**config.mk**
```make
export PLATFORM = sky130hd
export DESIGN_NAME = rs_ring_stop
export DESIGN_NICKNAME = d
export VERILOG_FILES = /design/src/rtl/ringstop_pkg.sv /design/src/rtl/rs_slot_reg.sv /design/src/rtl/rs_route_ctl.sv /design/src/rtl/rs_ring_stop.sv
export SDC_FILE = /design/constraint.sdc
export NUM_CORES = 1
export LEC_CHECK = 0
export ABC_AREA = 0
export BUFFER_PORTS_ARGS = -buffer_cell sky130_fd_sc_hd__buf_2
export CAP_MARGIN = 10
export CORE_AREA = 2 2 81 83
export DETAILED_ROUTE_END_ITERATION = 6
export DIE_AREA = 0 0 83 85
export HOLD_SLACK_MARGIN = 0.05
export PLACE_DENSITY = 0.83
export SLEW_MARGIN = 10
export SYNTH_ARGS = -nofsm -noshare
export SYNTH_HDL_FRONTEND = slang
export SYNTH_SLANG_ARGS = --single-unit
```
**constraint.sdc**
```tcl
create_clock -name clk -period 3.2 [get_ports clk]
set_input_delay 0.48 -clock clk [delete_from_list [all_inputs] [get_ports clk]]
set_output_delay 0.48 -clock clk [all_outputs]
set_load 0.05 [all_outputs]
```
**src/rtl/ringstop_pkg.sv**
```systemverilog
package ringstop_pkg;

    localparam int RING_NODES = 8;
    localparam int DEST_W     = (RING_NODES > 1) ? $clog2(RING_NODES) : 1;
    localparam int PAY_W      = 32;

    typedef logic [DEST_W-1:0] node_id_t;
    typedef logic [PAY_W-1:0]  payload_t;

    typedef struct packed {
        logic     vld;
        node_id_t dest;
        payload_t data;
    } slot_t;

    localparam slot_t EMPTY_SLOT = '0;

    typedef enum logic [1:0] {
        OUT_EMPTY  = 2'd0,
        OUT_FORWARD = 2'd1,
        OUT_LOCAL  = 2'd2
    } out_src_e;

    function automatic logic bound_here(slot_t s, node_id_t me);
        return s.vld && (s.dest == me);
    endfunction

endpackage

```
**src/rtl/rs_slot_reg.sv**
```systemverilog
module rs_slot_reg
    import ringstop_pkg::*;
(
    input  logic  clk,
    input  logic  rst,
    input  slot_t d,
    output slot_t q
);
    always_ff @(posedge clk) begin
        if (rst) q <= EMPTY_SLOT;
        else     q <= d;
    end
endmodule

```
**src/rtl/rs_route_ctl.sv**
```systemverilog
module rs_route_ctl
    import ringstop_pkg::*;
#(
    parameter node_id_t MY_ID = '0
) (
    input  slot_t    cur,
    input  logic     drop_rdy,
    input  slot_t    add_slot,
    output logic     drop_vld,
    output logic     add_rdy,
    output out_src_e src,
    output slot_t    nxt
);
    logic freed;

    always_comb begin
        drop_vld = bound_here(cur, MY_ID);
        freed    = drop_vld && drop_rdy;
        add_rdy  = !cur.vld || freed;
        if (cur.vld && !freed)   src = OUT_FORWARD;
        else if (add_slot.vld)   src = OUT_LOCAL;
        else                     src = OUT_EMPTY;
        unique case (src)
            OUT_FORWARD: nxt = cur;
            OUT_LOCAL:   nxt = add_slot;
            default:     nxt = EMPTY_SLOT;
        endcase
    end
endmodule

```
**src/rtl/rs_ring_stop.sv**
```systemverilog
module rs_ring_stop
    import ringstop_pkg::*;
#(
    parameter int unsigned NODE_ID = 3
) (
    input  logic              clk,
    input  logic              rst,
    input  logic              rx_vld,
    input  logic [DEST_W-1:0] rx_dest,
    input  logic [PAY_W-1:0]  rx_data,
    output logic              tx_vld,
    output logic [DEST_W-1:0] tx_dest,
    output logic [PAY_W-1:0]  tx_data,
    input  logic              add_vld,
    input  logic [DEST_W-1:0] add_dest,
    input  logic [PAY_W-1:0]  add_data,
    output logic              add_rdy,
    output logic              drop_vld,
    output logic [PAY_W-1:0]  drop_data,
    input  logic              drop_rdy
);
    localparam node_id_t MY_ID = node_id_t'(NODE_ID);

    slot_t    rx_slot, link_q, route_d, out_q, add_slot;
    out_src_e src;

    assign rx_slot  = '{vld: rx_vld, dest: rx_dest, data: rx_data};
    assign add_slot = '{vld: add_vld, dest: add_dest, data: add_data};

    rs_slot_reg u_link (.clk(clk), .rst(rst), .d(rx_slot), .q(link_q));

    rs_route_ctl #(.MY_ID(MY_ID)) u_route (
        .cur(link_q), .drop_rdy(drop_rdy), .add_slot(add_slot),
        .drop_vld(drop_vld), .add_rdy(add_rdy), .src(src), .nxt(route_d)
    );

    rs_slot_reg u_router (.clk(clk), .rst(rst), .d(route_d), .q(out_q));

    assign tx_vld    = out_q.vld;
    assign tx_dest   = out_q.dest;
    assign tx_data   = out_q.data;
    assign drop_data = link_q.data;

    p_pass_two_cycles_r1: assert property (@(posedge clk) disable iff (rst)
        (!$past(rst) && !$past(rst, 2) && $past(rx_vld, 2) && $past(rx_dest, 2) != MY_ID)
        |-> (tx_vld && tx_dest == $past(rx_dest, 2) && tx_data == $past(rx_data, 2)));

    p_drop_origin_r2: assert property (@(posedge clk) disable iff (rst)
        (drop_vld && !$past(rst))
        |-> ($past(rx_vld) && $past(rx_dest) == MY_ID && drop_data == $past(rx_data)));

    p_freed_slot_r3: assert property (@(posedge clk) disable iff (rst)
        (drop_vld && drop_rdy && !add_vld) |=> !tx_vld);

    p_refused_stays_r4: assert property (@(posedge clk) disable iff (rst)
        (drop_vld && !drop_rdy) |=> (tx_vld && tx_dest == MY_ID));

    p_ready_free_r5: assert property (@(posedge clk) disable iff (rst)
        (add_rdy && drop_vld) |-> drop_rdy);

    p_inject_next_r6: assert property (@(posedge clk) disable iff (rst)
        (add_vld && add_rdy)
        |=> (tx_vld && tx_dest == $past(add_dest) && tx_data == $past(add_data)));

endmodule

```
* After elaboration in Yosys (flattened, before gate mapping) *
Index checks and enable logic that the tools add are counted.

word-level totals
  register bits = 72
  input port bits = 75
  output and inout bits = 70
  logic and storage cells = 18

operators by class
  eq/ne operators = 3
  muxes and demuxes = 3
  reductions and logical operators = 6

operators by type and width
  kind                                                 number
  case mux 36 bit (2 select lines)                     1
  two-way mux 2 bit                                    2
  equality test 3 x 2 -> 1 bit, second input constant  1
  logical AND 1 bit                                    3
  equality test 2 x 1 -> 1 bit, second input constant  1
  equality test 2 bit, second input constant           1
  logical NOT 1 bit                                    2
  logical OR 1 bit                                     1

* Longest topological paths before layout *
  word-level depth = 8
  gate-level depth with buffers = 5
  depth with buffers taken out = 3

* Cells and area by module *
From an unflattened synthesis, not the netlist that was laid out.

unflattened totals
  cells, all modules = 275
  area, all modules = 2721.4 um^2

modules (own cells, without submodules)
  module        instances  cells an instance  area an instance (um^2)  seq. area each (um^2)
  rs_slot_reg   2          75                 994.7                    720.7
  rs_route_ctl  1          125                732.0                    0.0

* Worst setup path after synthesis *
Ideal clock, no wire load.

  kind = register to output
  from = register u_link.q[35] in the netlist's numbering
  to = output drop_vld
  data arrival time = 1238 ps
  required time = 2720 ps
  path slack = 1482 ps
  stages on the path, launching flop included = 4
  buffers on the path = 2
  path through = dfxtp_1 buf_2 clkbuf_1 and4b_1

on the way
  cells in the longest elaborated chain, start to end = 1

RTL lines
  item                      line                RTL
  start: declaration        rs_slot_reg.sv:7    output slot_t q
  start signal: assignment  rs_slot_reg.sv:10   if (rst) q <= EMPTY_SLOT;
  start signal: assignment  rs_slot_reg.sv:11   else q <= d;
  logical AND 1 bit         ringstop_pkg.sv:25  return s.vld && (s.dest == me);
  end: declaration          rs_ring_stop.sv:18  output logic drop_vld,

Every way passes these cells.

* Worst setup path after layout *
  from = register u_link.q[33] in the netlist's numbering
  to = output add_rdy

on the way
  cells in the longest elaborated chain, start to end = 4

RTL lines
  item                          line                RTL
  equality test 3 x 2 -> 1 bit  ringstop_pkg.sv:25
  logical AND 1 bit             ringstop_pkg.sv:25
  logical AND 1 bit             rs_route_ctl.sv:18  freed = drop_vld && drop_rdy;
  logical OR 1 bit              rs_route_ctl.sv:19  add_rdy = !cur.vld || freed;
  end: declaration              rs_ring_stop.sv:17  output logic add_rdy,

Every way passes these cells.

==> impl_metrics.json <==
{
  "status": "complete, no violations",
  "endpoint_kind": "output port",
  "p_seq_share_pct": 45.8,
  "rsz0062_at_grt": "no",
  "fp.dieW_um": 83,
  "crit_type": "register to output port",
  "synth_area_per_cell_um2": 9.54,
  "final-setup-viol-count": 0,
  "via_per_inst": 4.87,
  "fmax_mhz": 590,
  "hp-class": "primary input to register",
  "skew_ns": 0.00702,
  "max-cap-violations": 0,
  "ys_ff_latch": 72,
  "path_delay_family": "flip-flops",
  "crit_buf_inv": 1,
  "critPathMaxFanout": 3,
  "cts-hold-fix-buffers": 0,
  "ys_seq_area_share_pct": 48.6,
  "gr-usage-all-layers_pct": 18.6,
  "postCtsSetupBuffers": 0,
  "synth_top_area_cell": "dfxtp_1",
  "wl_mm": 6.49,
  "worst-endpoint-arrival_ns": 1.22,
  "power.share.switching_pct": 28.0,
  "clkTransAtPathRegs_ns": 0.07,
  "grt_max_degree": 70,
  "tightest_slew_ns": 0.669,
  "yosys_warnings": 0,
  "p_clk_share_pct": 36.8,
  "synth.distinct_cells": 18,
  "cp.required_ns": 2.72,
  "slowest_stage": "dfxtp_1",
  "ir_drop_v": 0.000380,
  "numCtsBuffers": 9,
  "grt_pass1_wl_mm": 10.8,
  "hold_start": "rx_data[9]",
  "worstSetupStartpoint": "u_link.q[33]",
  "synth_area_leaders": "dfxtp_1, a21oi_2, a21o_1, buf_4, nor2b_1",
  "drt_first_pass_iters": 6,
  "antenna_found_initial": 0,
  "fin_crit_ns": 1.70,
  "p_sw_mw": 0.588,
  "initial_core_util_pct": 47.8,
  "synth_top_cell_area_share_pct": 48.6,
  "cpPeakStageDelay_ns": 0.41,
  "pre_cts_ws_ns": 1.52,
  "clk_latency_ns": 0.32,
  "cts_root_buf": "clkbuf_8",
  "hold_viol_final": 0,
  "total_power_mw": 2.10,
  "drtIter0Drc": 80,
  "power_density_nw_per_um2": 577,
  "timing.setup.tns_ns": 0,
  "power.share.combinational_pct": 17.4,
  "core_um2": 6200,
  "cts_tree": "built",
  "syn-cell-area_um2": 2970,
  "startpoint_type": "register",
  "area_growth_pct": 22.7,
  "num-fill-cells": 562,
  "slew_viol_final": 0,
  "cts.path.max_buffers": 2,
  "nets": 485,
  "grt-ovfl-total": 0,
  "dieArea_um2": 7060,
  "cts_resized": 0,
  "cts.sinks": 72,
  "antenna_left": 0,
  "crit_chain": "nand4b_4 > nand2_1 > buf_2",
  "grt_pass1_vias": 2345,
  "synth_fp_nets": 386,
  "htree_levels": 3,
  "fin_ws_ns": 1.50,
  "synthCells": 311,
  "wire_per_inst_um": 13.2,
  "diodes": 0,
  "post-route-period-util_pct": 53.0,
  "gp_congestion": 0.761,
  "ios": 145,
  "numPortBuffers": 144,
  "die_h_um": 85,
  "power.leakage_nw": 1.78,
  "relSlewSlack_pct": 55.4,
  "place_hpwl_mm": 4.40,
  "drc": 0,
  "reg2reg_from": "u_link.q[34]",
  "layout-drive-gt1-share_pct": 47.2,
  "vias": 2394,
  "rows": 29,
  "internal-power_mw": 1.51
}
## state kept, by name, indices dropped and copies added (netlist names)
signal / count
u_link.q: 36
u_router.q: 36
## final timing paths
| check | to | slack [ns] | cells past startpoint |
|---|---|---|---|
| hold reg to reg | u_router.q[4] | 0.49 | 2 |
| setup / recovery | add_rdy | 1.50 | 3 |
| hold / removal | u_link.q[9] | 0.36 | 2 |
| setup reg to reg | u_router.q[10] | 1.70 | 4 |
## layout make-up
type,instances,area [µm²],share of cell area (%)
clock buffers,13,149,4.09
well taps,77,96.3,2.65
flip-flops and latches,72,1440,39.6
inverters,1,3.75,0.103
repair buffers,147,746,20.5
multi-input cells,179,1140,31.3
clock inverters,3,65.1,1.79
## synth_stat cells
| cell type | instances |
|---|---|
| a21o_1 | 34 |
| a21oi_1 | 1 |
| a21oi_2 | 34 |
| a41o_1 | 1 |
| and3_1 | 1 |
| and4b_1 | 1 |
| buf_1 | 3 |
| buf_2 | 10 |
| buf_4 | 32 |
| buf_6 | 4 |
| clkbuf_1 | 10 |
| dfxtp_1 | 72 |
| inv_1 | 1 |
| nand2_1 | 35 |
| nand3_1 | 34 |
| nand4b_4 | 1 |
| nor2_1 | 1 |
| nor2b_1 | 36 |
## routing by layer
| layer | GRT usage [%] | wire (µm) |
|---|---|---|
| met1 | 21.1 | 2610 |
| met2 | 33.5 | 3450 |
| met3 | 5.06 | 354 |
| met4 | 7.15 | 71 |
| met5 | 0 | 0 |
## cells by family after synthesis
group / count (synthesis) / share of synthesized area, %
compound gates: 70 / 19.1
buf+inv: 60 / 13.1
flops: 72 / 48.6
simple gates: 109 / 19.2
## per-stage QoR
| step | std cells | cell area [µm²] | hold slack, ns | utilization, % |
|---|---|---|---|---|
| after global placement | 476 | 3430 | 0.472 | 55.2 |
| after floorplan | 311 | 2970 | 0.469 | - |
| final | 492 | 3640 | 0.360 | 58.7 |
| after CTS | 492 | 3640 | 0.342 | 58.7 |
| after detailed placement | 476 | 3430 | 0.476 | 55.2 |
| after global routing | 492 | 3640 | 0.350 | 58.7 |
## cells in the final DEF, fill, tap and decap left out
master	synthesis	final
bufinv_16	0	2
inv_1	1	1
clkbuf_1	10	3
clkbuf_8	0	10
nor2b_1	36	36
a21o_1	34	34
nand3_1	34	34
nor2_1	1	1
a41o_1	1	1
buf_2	10	143
dfxtp_2	0	1
dfxtp_1	72	71
a21oi_1	1	1
nand2_1	35	35
and4b_1	1	1
and3_1	1	1
a21oi_2	34	34
nand4b_4	1	1
buf_4	32	4
clkinv_2	0	1
## power by group through the flow
stage / sequential, mW / clock [mW] / combinational [mW]
detailed placement: 0.983 / 0 / 0.367
global placement: 0.981 / 0 / 0.362
global route: 0.966 / 0.839 / 0.389
finish: 0.962 / 0.774 / 0.366
floorplan: 1.06 / 0 / 0.219
CTS: 0.962 / 0.796 / 0.368
Power figures use the tool's default switching activity.
